===== src/rtl/hport_pkg.sv =====
package hport_pkg;
  typedef enum logic [2:0] {
    PS_OFF,
    PS_WAIT,
    PS_SETTLE,
    PS_RESET,
    PS_RECOVER,
    PS_READY
  } port_state_t;
endpackage


===== src/rtl/hport_line_mon.sv =====
module hport_line_mon (
  input  logic clk,
  input  logic rst,
  input  logic dp,
  input  logic dm,
  output logic se0,
  output logic attach_evt,
  output logic dp_now
);
  logic [1:0] cur_q;
  logic [1:0] prv_q;

  always_ff @(posedge clk) begin
    if (rst) begin
      cur_q <= 2'b00;
      prv_q <= 2'b00;
    end else begin
      cur_q <= {dp, dm};
      prv_q <= cur_q;
    end
  end

  assign se0        = (cur_q == 2'b00);
  assign attach_evt = (prv_q == 2'b00) && (cur_q != 2'b00);
  assign dp_now     = cur_q[1];
endmodule


===== src/rtl/hport_ms_timer.sv =====
module hport_ms_timer #(
  parameter int CNT_W = 8
) (
  input  logic             clk,
  input  logic             rst,
  input  logic             clr,
  input  logic             tick,
  input  logic [CNT_W-1:0] limit_i,
  output logic             expire
);
  logic [CNT_W-1:0] cnt_q;

  assign expire = tick && (cnt_q == limit_i - CNT_W'(1));

  always_ff @(posedge clk) begin
    if (rst || clr) cnt_q <= '0;
    else if (tick)  cnt_q <= cnt_q + CNT_W'(1);
  end


  cnt_bound_chk: assert property (@(posedge clk) disable iff (rst)
    cnt_q < limit_i);
endmodule


===== src/rtl/hport_frame_timer.sv =====
module hport_frame_timer #(
  parameter int FRAME_CYCLES = 12000
) (
  input  logic clk,
  input  logic rst,
  input  logic en,
  output logic strobe
);
  localparam int FC_W = $clog2(FRAME_CYCLES + 1);
  logic [FC_W-1:0] cnt_q;

  always_ff @(posedge clk) begin
    if (rst || !en) begin
      cnt_q  <= FC_W'(FRAME_CYCLES);
      strobe <= 1'b0;
    end else if (cnt_q == FC_W'(1)) begin
      cnt_q  <= FC_W'(FRAME_CYCLES);
      strobe <= 1'b1;
    end else begin
      cnt_q  <= cnt_q - FC_W'(1);
      strobe <= 1'b0;
    end
  end


  strobe_pulse_chk: assert property (@(posedge clk) disable iff (rst)
    strobe |=> !strobe);

  strobe_idle_chk: assert property (@(posedge clk) disable iff (rst)
    (!en && !$past(en)) |-> !strobe);
endmodule


===== src/rtl/hport_attach_seq.sv =====
module hport_attach_seq
  import hport_pkg::*;
#(
  parameter int SETTLE_MS    = 100,
  parameter int RESET_MS     = 50,
  parameter int RECOVER_MS   = 10,
  parameter int FRAME_CYCLES = 12000
) (
  input  logic clk,
  input  logic rst,
  input  logic host_en,
  input  logic dp,
  input  logic dm,
  input  logic ms_tick,
  output logic pulldn_en,
  output logic bus_reset,
  output logic sof_en,
  output logic sof_strobe,
  output logic low_speed,
  output logic attach_flag,
  output logic port_ready
);
  localparam int MAX_A  = (SETTLE_MS > RESET_MS) ? SETTLE_MS : RESET_MS;
  localparam int MAX_MS = (MAX_A > RECOVER_MS) ? MAX_A : RECOVER_MS;
  localparam int CNT_W  = $clog2(MAX_MS + 1);

  port_state_t      state_q, state_n;
  logic             se0, attach_evt, dp_now;
  logic             expire, timed, clr;
  logic [CNT_W-1:0] limit;

  hport_line_mon u_line (
    .clk(clk), .rst(rst), .dp(dp), .dm(dm),
    .se0(se0), .attach_evt(attach_evt), .dp_now(dp_now)
  );

  always_comb begin
    case (state_q)
      PS_SETTLE:  limit = CNT_W'(SETTLE_MS);
      PS_RESET:   limit = CNT_W'(RESET_MS);
      PS_RECOVER: limit = CNT_W'(RECOVER_MS);
      default:    limit = CNT_W'(1);
    endcase
  end

  assign timed = (state_q == PS_SETTLE) || (state_q == PS_RESET) ||
                 (state_q == PS_RECOVER);
  assign clr   = !timed || (state_n != state_q);

  hport_ms_timer #(.CNT_W(CNT_W)) u_timer (
    .clk(clk), .rst(rst), .clr(clr), .tick(ms_tick),
    .limit_i(limit), .expire(expire)
  );

  always_comb begin
    state_n = state_q;
    if (!host_en) state_n = PS_OFF;
    else begin
      case (state_q)
        PS_OFF:     state_n = PS_WAIT;
        PS_WAIT:    if (attach_evt) state_n = PS_SETTLE;
        PS_SETTLE:  if (se0) state_n = PS_WAIT;
                    else if (expire) state_n = PS_RESET;
        PS_RESET:   if (expire) state_n = PS_RECOVER;
        PS_RECOVER: if (se0) state_n = PS_WAIT;
                    else if (expire) state_n = PS_READY;
        PS_READY:   if (se0) state_n = PS_WAIT;
        default:    state_n = PS_OFF;
      endcase
    end
  end

  always_ff @(posedge clk) begin
    if (rst) begin
      state_q     <= PS_OFF;
      pulldn_en   <= 1'b0;
      bus_reset   <= 1'b0;
      sof_en      <= 1'b0;
      port_ready  <= 1'b0;
      attach_flag <= 1'b0;
      low_speed   <= 1'b0;
    end else begin
      state_q     <= state_n;
      pulldn_en   <= (state_n != PS_OFF);
      bus_reset   <= (state_n == PS_RESET);
      sof_en      <= (state_n == PS_RECOVER) || (state_n == PS_READY);
      port_ready  <= (state_n == PS_READY);
      attach_flag <= (state_n != PS_OFF) && (state_n != PS_WAIT);
      if ((state_q == PS_SETTLE) && (state_n == PS_RESET))
        low_speed <= !dp_now;
      else if ((state_n == PS_OFF) || (state_n == PS_WAIT))
        low_speed <= 1'b0;
    end
  end

  hport_frame_timer #(.FRAME_CYCLES(FRAME_CYCLES)) u_frame (
    .clk(clk), .rst(rst), .en(sof_en), .strobe(sof_strobe)
  );


  rst_sof_excl_chk: assert property (@(posedge clk) disable iff (rst)
    !(bus_reset && sof_en));

  ready_sof_chk: assert property (@(posedge clk) disable iff (rst)
    port_ready |-> (sof_en && pulldn_en && attach_flag));

  host_off_chk: assert property (@(posedge clk) disable iff (rst)
    !host_en |=> (!pulldn_en && !attach_flag && !port_ready));

  reset_after_attach_chk: assert property (@(posedge clk) disable iff (rst)
    $rose(bus_reset) |-> (attach_flag && $past(attach_flag)));

  speed_hold_chk: assert property (@(posedge clk) disable iff (rst)
    (bus_reset && $past(bus_reset)) |-> $stable(low_speed));
endmodule


===== config.mk =====
export PLATFORM = sky130hd
export DESIGN_NAME = hport_attach_seq
export DESIGN_NICKNAME = d
export VERILOG_FILES = /design/src/rtl/hport_pkg.sv /design/src/rtl/hport_line_mon.sv /design/src/rtl/hport_ms_timer.sv /design/src/rtl/hport_frame_timer.sv /design/src/rtl/hport_attach_seq.sv
export SDC_FILE = /design/constraint.sdc
export NUM_CORES = 1
export LEC_CHECK = 0
export BUFFER_PORTS_ARGS = -buffer_cell sky130_fd_sc_hd__buf_2
export CORE_UTILIZATION = 52
export CTS_CLUSTER_DIAMETER = 60
export CTS_CLUSTER_SIZE = 14
export DETAILED_ROUTE_END_ITERATION = 8
export PLACE_DENSITY = 0.7
export SYNTH_ARGS = -nofsm -noshare
export SYNTH_HDL_FRONTEND = slang
export SYNTH_SLANG_ARGS = --single-unit

===== constraint.sdc =====
create_clock -name clk -period 2.9 [get_ports clk]
set_input_delay 0.145 -clock clk [delete_from_list [all_inputs] [get_ports clk]]
set_output_delay 0.145 -clock clk [all_outputs]
set_load 0.03 [all_outputs]

Yosys cells after proc, flatten, opt, wreduce, memory -nomap -nowiden:

Cells that the tools add are included.

* bits in registers: 35
* word-level logic and storage cells: 63

* add/subtract/negate cells: 3
* equal/unequal tests: 13
* mux-type cells: 13
* reduce and logical (&&, ||, !) cells: 22

Operator list (number)
* $mux 3: 8
* $pmux 7 s3: 1
* $pmux 3 s6: 1
* $eq 14x1->1 const B: 1
* $sub 14x1->14 const B: 1
* $eq 3x3->1 const B: 4
* $eq 3x2->1 const B: 3
* $add 7x1->7 const B: 1
* $eq 7x7->1: 1
* $logic_or 1x1->1: 7
* $sub 7x1->7 const B: 1
* $eq 3x1->1 const B: 2
* $logic_not 3->1: 2
* $logic_and 1x1->1: 4
* $logic_not 2->1: 2
* $reduce_bool 2->1: 2
* $logic_not 1->1: 3
* $mux 1: 3
* $ne 3x1->1 const B: 1
* $ne 3x3->1: 1
* $reduce_bool 3->1: 1
* $reduce_or 2->1: 1

Longest topological paths before layout:

* word-level depth: 13
* gate-level depth with buffers: 9
* depth with buffers taken out: 7

Cells and area by module:

From an unflattened synthesis, not the netlist that was laid out.

* cell total of the unflattened synthesis: 186
* area, all modules: 1825.5 µm²

By module, submodules not included
* hport_frame_timer: instances 1, cells each 68, area an instance 673.1 µm², seq. area each 300.3 µm²
* hport_ms_timer: instances 1, cells each 61, area an instance 530.5 µm², seq. area each 140.1 µm²
* hport_attach_seq: instances 1, cells each 47, area an instance 498.0 µm², seq. area each 180.2 µm²
* hport_line_mon: instances 1, cells each 10, area an instance 123.9 µm², seq. area each 80.1 µm²

Worst setup path before layout:

Ideal clock, no wire load.

* path type: register to register
* start point: register state_q[0]
* end point: register u_timer.cnt_q[0]
* setup time: 0.137 ns
* arrival time: 2.549 ns
* required time: 2.763 ns
* slack: 0.214 ns
* stages on the path, launching flop included: 10
* buffers on the path: 2
* clock period less this slack: 2.686 ns
* path through: dfxtp_1 > buf_2 > or3b_1 > mux2i_1 > a2111oi_4 > nor4_1 > or4b_4 > buf_6 > a221oi_4 > nor4_1

* word-level cells in the longest chain between the ends: 12
* elaborated cells between the ends (all ways): 25

RTL lines
* from (decl): RTL line hport_attach_seq.sv:27 `port_state_t state_q, state_n;`
* from (signal assigned): RTL line hport_attach_seq.sv:83 `state_q <= state_n;`
* $eq 3x3->1 or $eq 3x2->1 (tied branches)
* $pmux 7 s3: RTL line hport_attach_seq.sv:38 `case (state_q)`
* $sub 7x1->7: RTL line hport_ms_timer.sv:13 `assign expire = tick && (cnt_q == limit_i - CNT_W'(1));`
* $eq 7x7->1: RTL line hport_ms_timer.sv:13
* $logic_and 1x1->1: RTL line hport_ms_timer.sv:13
* $mux 3, on equally long branches: RTL line hport_attach_seq.sv:66, hport_attach_seq.sv:63
* $mux 3, on equally long branches: RTL line hport_attach_seq.sv:65, hport_attach_seq.sv:62
* $pmux 3 s6: RTL line hport_attach_seq.sv:59 `case (state_q)`
* $mux 3: RTL line hport_attach_seq.sv:57 `if (!host_en) state_n = PS_OFF;`
* $ne 3x3->1: RTL line hport_attach_seq.sv:48 `assign clr = !timed || (state_n != state_q);`
* $logic_or 1x1->1 (*): RTL line hport_attach_seq.sv:48
* $logic_or 1x1->1 (*): RTL line hport_ms_timer.sv:16 `if (rst || clr) cnt_q <= '0;`
* to (signal assigned): RTL line hport_ms_timer.sv:17 `else if (tick) cnt_q <= cnt_q + CNT_W'(1);`
* to (decl): RTL line hport_ms_timer.sv:11 `logic [CNT_W-1:0] cnt_q;`

Mark *: on every way between the ends. The rest lies on a longest branch, timed or not.
A chain may end at the register's enable or synchronous reset.

Worst setup path after layout:

* start point: register state_q[0]
* end point: register u_timer.cnt_q[1]

The elaborated chain is that of the path after synthesis.

==> run summary <==
SYNTH
--------------------------------------------------------------------------------
Synthesized cell area .............................................     1645 µm²
Flip-flop cell with the highest count after synthesis ............. sky130_fd_sc_hd__dfxtp_1
Fraction of synthesized cell area taken by the top area cell type .       42.59%
Simple-gate area share of the yosys netlist .......................       30.11%
Synth Area per Inst ...............................................    9.090 µm²
Number of enable flip-flop cells after synthesis ..................            0
Synth Area in Compound Gates ......................................       11.10%
Fraction of synthesized area in multiplexers ......................       1.217%
Xor and xnor area share after synthesis ...........................       9.582%
Mapped Nets .......................................................          190
Fraction of the yosys area taken by sequential cells ..............       42.59%
Top cells by area, synth .......................................... sky130_fd_sc_hd__dfxtp_1 (43%), sky130_fd_sc_hd__xnor2_1 (6.4%), sky130_fd_sc_hd__nor2_1 (5.7%), sky130_fd_sc_hd__nor4_1 (3.8%), sky130_fd_sc_hd__nand2_1 (3.4%)
Number of warnings issued by yosys ................................            0
Total of flip-flops plus latches after synthesis ..................           35
Number of distinct library cells after synthesis ..................           45
Cell type with the highest aggregate area in the netlist .......... sky130_fd_sc_hd__dfxtp_1
Dominant combinational cell family by area after synthesis ........ simple AND/OR/NAND/NOR gates
Cells after Synth .................................................          181
Share of synthesized flip-flops with an asynchronous set or reset .           0%
Adder and majority cell fraction of the synthesized area ..........       2.281%

HOLD PATH
--------------------------------------------------------------------------------
Worst hold path stage count .......................................            2
Hold WC Path Type ................................................. input port to flip-flop

CRITICAL PATH
--------------------------------------------------------------------------------
Depth of the worst register-to-register path ......................            8
Worst Path Arrival ................................................      2.95 ns
Worst Setup Path Type ............................................. flip-flop to flip-flop
Largest fanout on the critical path ...............................           11
Category of the worst setup path launch point .....................    flip-flop
Endpoint type of the worst setup path .............................    flip-flop
Required time of the worst setup path .............................      3.11 ns

FLOW RUN
--------------------------------------------------------------------------------
Number of max-cap violations ......................................            0

GLOBAL ROUTE
--------------------------------------------------------------------------------
Remaining Overflow, GRT ...........................................            0
Wire length of the first global-routing pass ......................      5589 µm
Maximum number of pins on one net before global-route repair ......           22
Via count of the first global-routing pass ........................        1,276
Number of antenna violations at the first check in global routing .            0
Total routing resource utilization after global routing ...........       21.65%

PLACED DESIGN
--------------------------------------------------------------------------------
Global placement routability congestion ...........................       0.9108
Detailed placer's ending HPWL .....................................      2413 µm
Post-placement worst setup slack ..................................    0.1519 ns
Input/output buffers ..............................................           12

TIMING
--------------------------------------------------------------------------------
Count of pins over their slew limit ...............................            0
Post-route clock period utilization ...............................       94.70%
Skew final ........................................................   0.01086 ns
Setup TNS after final layout ......................................         0 ns
Final hold viol count .............................................            0
Worst max-slew margin expressed relative to the limit .............       61.55%
Min Clock Period, post-route ......................................     2.746 ns
Achievable Freq ...................................................    364.1 MHz
Crit path setup slack, layout .....................................    0.1538 ns
Total of endpoints with negative setup slack in the final report ..            0
Setup repair after global routing missed its margin ...............        false
Pin slew with the least headroom to its limit .....................    0.5726 ns

CLOCKING
--------------------------------------------------------------------------------
Clock network latency to the later pin of the worst-skew pair .....      0.34 ns
Count of hold-fix buffers inserted at cts .........................            0
Cell at the root of the clock tree ................................ sky130_fd_sc_hd__clkbuf_4
Number of buffers inserted during clock tree synthesis ............            5
Post CTS Setup Buffer Count .......................................            0
CTS H-tree lvls ...................................................            2
Deepest clock path buffer count ...................................            2
Clock transition at the registers of the reported paths ...........      0.10 ns
Post-CTS sizing ...................................................            0
CTS sink count ....................................................           35
Clock tree from TritonCTS .........................................         done

POWER
--------------------------------------------------------------------------------
Worst IR Drop VDD .................................................  0.0002533 V
Power density over the cells ...................................... 446.8 nW/µm²
Static leakage power .............................................. 0.0006971 µW

FINAL LAYOUT
--------------------------------------------------------------------------------
Seq. cell area ....................................................    700.7 µm²
Layout Nets .......................................................          206
Multi-input logic area ............................................    893.4 µm²
Layout fillers ....................................................          268
Area growth from synthesis to layout ..............................       10.04%
Ratio of cells with drive above 1 in the final layout .............       15.23%
Most common cell after layout, fill and taps aside ................ sky130_fd_sc_hd__dfxtp_1
Highest-count cells in the layout ignoring fill and taps .......... sky130_fd_sc_hd__dfxtp_1 (35), sky130_fd_sc_hd__nor2_1 (25), sky130_fd_sc_hd__nand2_1 (15), sky130_fd_sc_hd__xnor2_1 (12), sky130_fd_sc_hd__buf_2 (12)
Ant diodes ........................................................            0

DIE
--------------------------------------------------------------------------------
Io pins ...........................................................           13
Die outline area ..................................................     3393 µm²
Chip Width ........................................................     58.25 µm
Y dimension of the die ............................................     58.25 µm
Initial Util ......................................................       54.34%
Core box area .....................................................     3028 µm²
Standard-cell rows ................................................           20

DETAILED ROUTING
--------------------------------------------------------------------------------
Drt total wl ......................................................      3207 µm
Number of routed nets with antenna violations .....................            0
Number of DRC violations after detailed-routing iteration 0 .......           89
DRC errors left ...................................................            0
DRT Pass-1 Iters ..................................................            4
Number of vias per cell after detailed routing ....................        5.473
Routed wire length per instance ...................................     13.31 µm
Via count .........................................................        1,319

RUN STATUS
--------------------------------------------------------------------------------
Result of the run ................................................. finished clean

[metal layers]
layer | up-vias | global-route usage [%] | share of wire, %
met5 | - | 0 | 0
met4 | 0 | 7.823 | 0.90
met3 | 5 | 5.357 | 4.1
met2 | 25 | 36.29 | 49
met1 | 605 | 26.94 | 46
li1 | 684 | - | -
[logic make-up (layout without fill, tap and decap cells)]
logic type               count (synthesis)  in the layout
multiplexers                             2              2
flip-flops                              35             35
AO/OA/AOI/OAI                           20             20
AND/OR/NAND/NOR                         92             92
adder cells (fa/ha/maj)                  3              3
XOR/XNOR                                18             18
buffers and inverters                   11             27
[report_power, final]
group / switching, µW / leakage [µW] / total, µW / internal, µW
Sequential: 5.60 / 0.000284 / 491 / 485
Clock: 156 / 0.0000341 / 268 / 112
Combinational: 30.9 / 0.000379 / 50.0 / 19.0
Total: 192 / 0.000697 / 809 / 617
[flip-flops by register name, summed over array words and instances (netlist names)]
| signal | cells |
|---|---|
| u_frame.strobe | 1 |
| attach_flag | 1 |
| u_line.prv_q | 2 |
| bus_reset | 1 |
| port_ready | 1 |
| u_timer.cnt_q | 7 |
| u_line.cur_q | 2 |
| low_speed | 1 |
| sof_en | 1 |
| state_q | 3 |
| u_frame.cnt_q | 14 |
| pulldn_en | 1 |
[worst max-delay path, cell delays in order, from the launching register on]
cell and delay (ns):
sky130_fd_sc_hd__dfxtp_1 0.42, sky130_fd_sc_hd__or3b_1 0.43, sky130_fd_sc_hd__mux2i_1 0.27, sky130_fd_sc_hd__a2111oi_4 0.09, sky130_fd_sc_hd__buf_4 0.18, sky130_fd_sc_hd__and3_1 0.14, sky130_fd_sc_hd__or4b_4 0.59, sky130_fd_sc_hd__a221oi_4 0.40
sky130_fd_sc_hd__nor4_1 0.10
[final cells by class]
type | count | area share [%]
clock inverter | 1 | 0.2764
sequential | 35 | 38.70
tap | 44 | 3.041
multi-input combinational | 135 | 49.34
timing repair buffer | 16 | 4.976
inverter | 4 | 0.8293
clock buffer | 6 | 2.833
[Yosys cell counts (all sizes together), types with 2 or more instances]
cell,number
a21oi,3
a31oi,4
and2,2
and3,4
buf,4
clkbuf,3
dfxtp,35
ha,3
inv,4
mux2i,2
nand2,15
nand3,6
nand3b,3
nand4,4
nor2,25
nor2b,5
nor3,4
nor3b,2
nor4,10
o31ai,2
o41ai,2
or3,2
or3b,2
or4,3
xnor2,12
xor2,6
[final timing paths]
path | end | slack, ns | start
hold / removal | u_line.cur_q[1]$_SDFF_PP0_ | 0.02 | dp
setup / recovery | u_timer.cnt_q[1]$_SDFFE_PP0P_ | 0.15 | state_q[0]$_SDFF_PP0_
hold reg to reg | u_frame.cnt_q[0]$_SDFF_PP0_ | 0.47 | u_frame.cnt_q[0]$_SDFF_PP0_
setup reg to reg | u_timer.cnt_q[1]$_SDFFE_PP0P_ | 0.15 | state_q[0]$_SDFF_PP0_
[metrics by stage]
| stage | util [%] | instance area, µm² | power, µW | hold slack, ns | instances |
|---|---|---|---|---|---|
| after floorplan | - | 1645 | 538.6 | 0.2732 | 181 |
| after global placement | 57.93 | 1754 | 550.2 | 0.3552 | 234 |
| after detailed placement | 57.93 | 1754 | 551.4 | 0.3604 | 234 |
| after CTS | 59.79 | 1810 | 815.3 | 0.009692 | 241 |
| after global routing | 59.79 | 1810 | 847.8 | 0.02351 | 241 |
| final | 59.79 | 1810 | 808.9 | 0.01852 | 241 |
No activity file was read; power rests on OpenSTA's default activity.
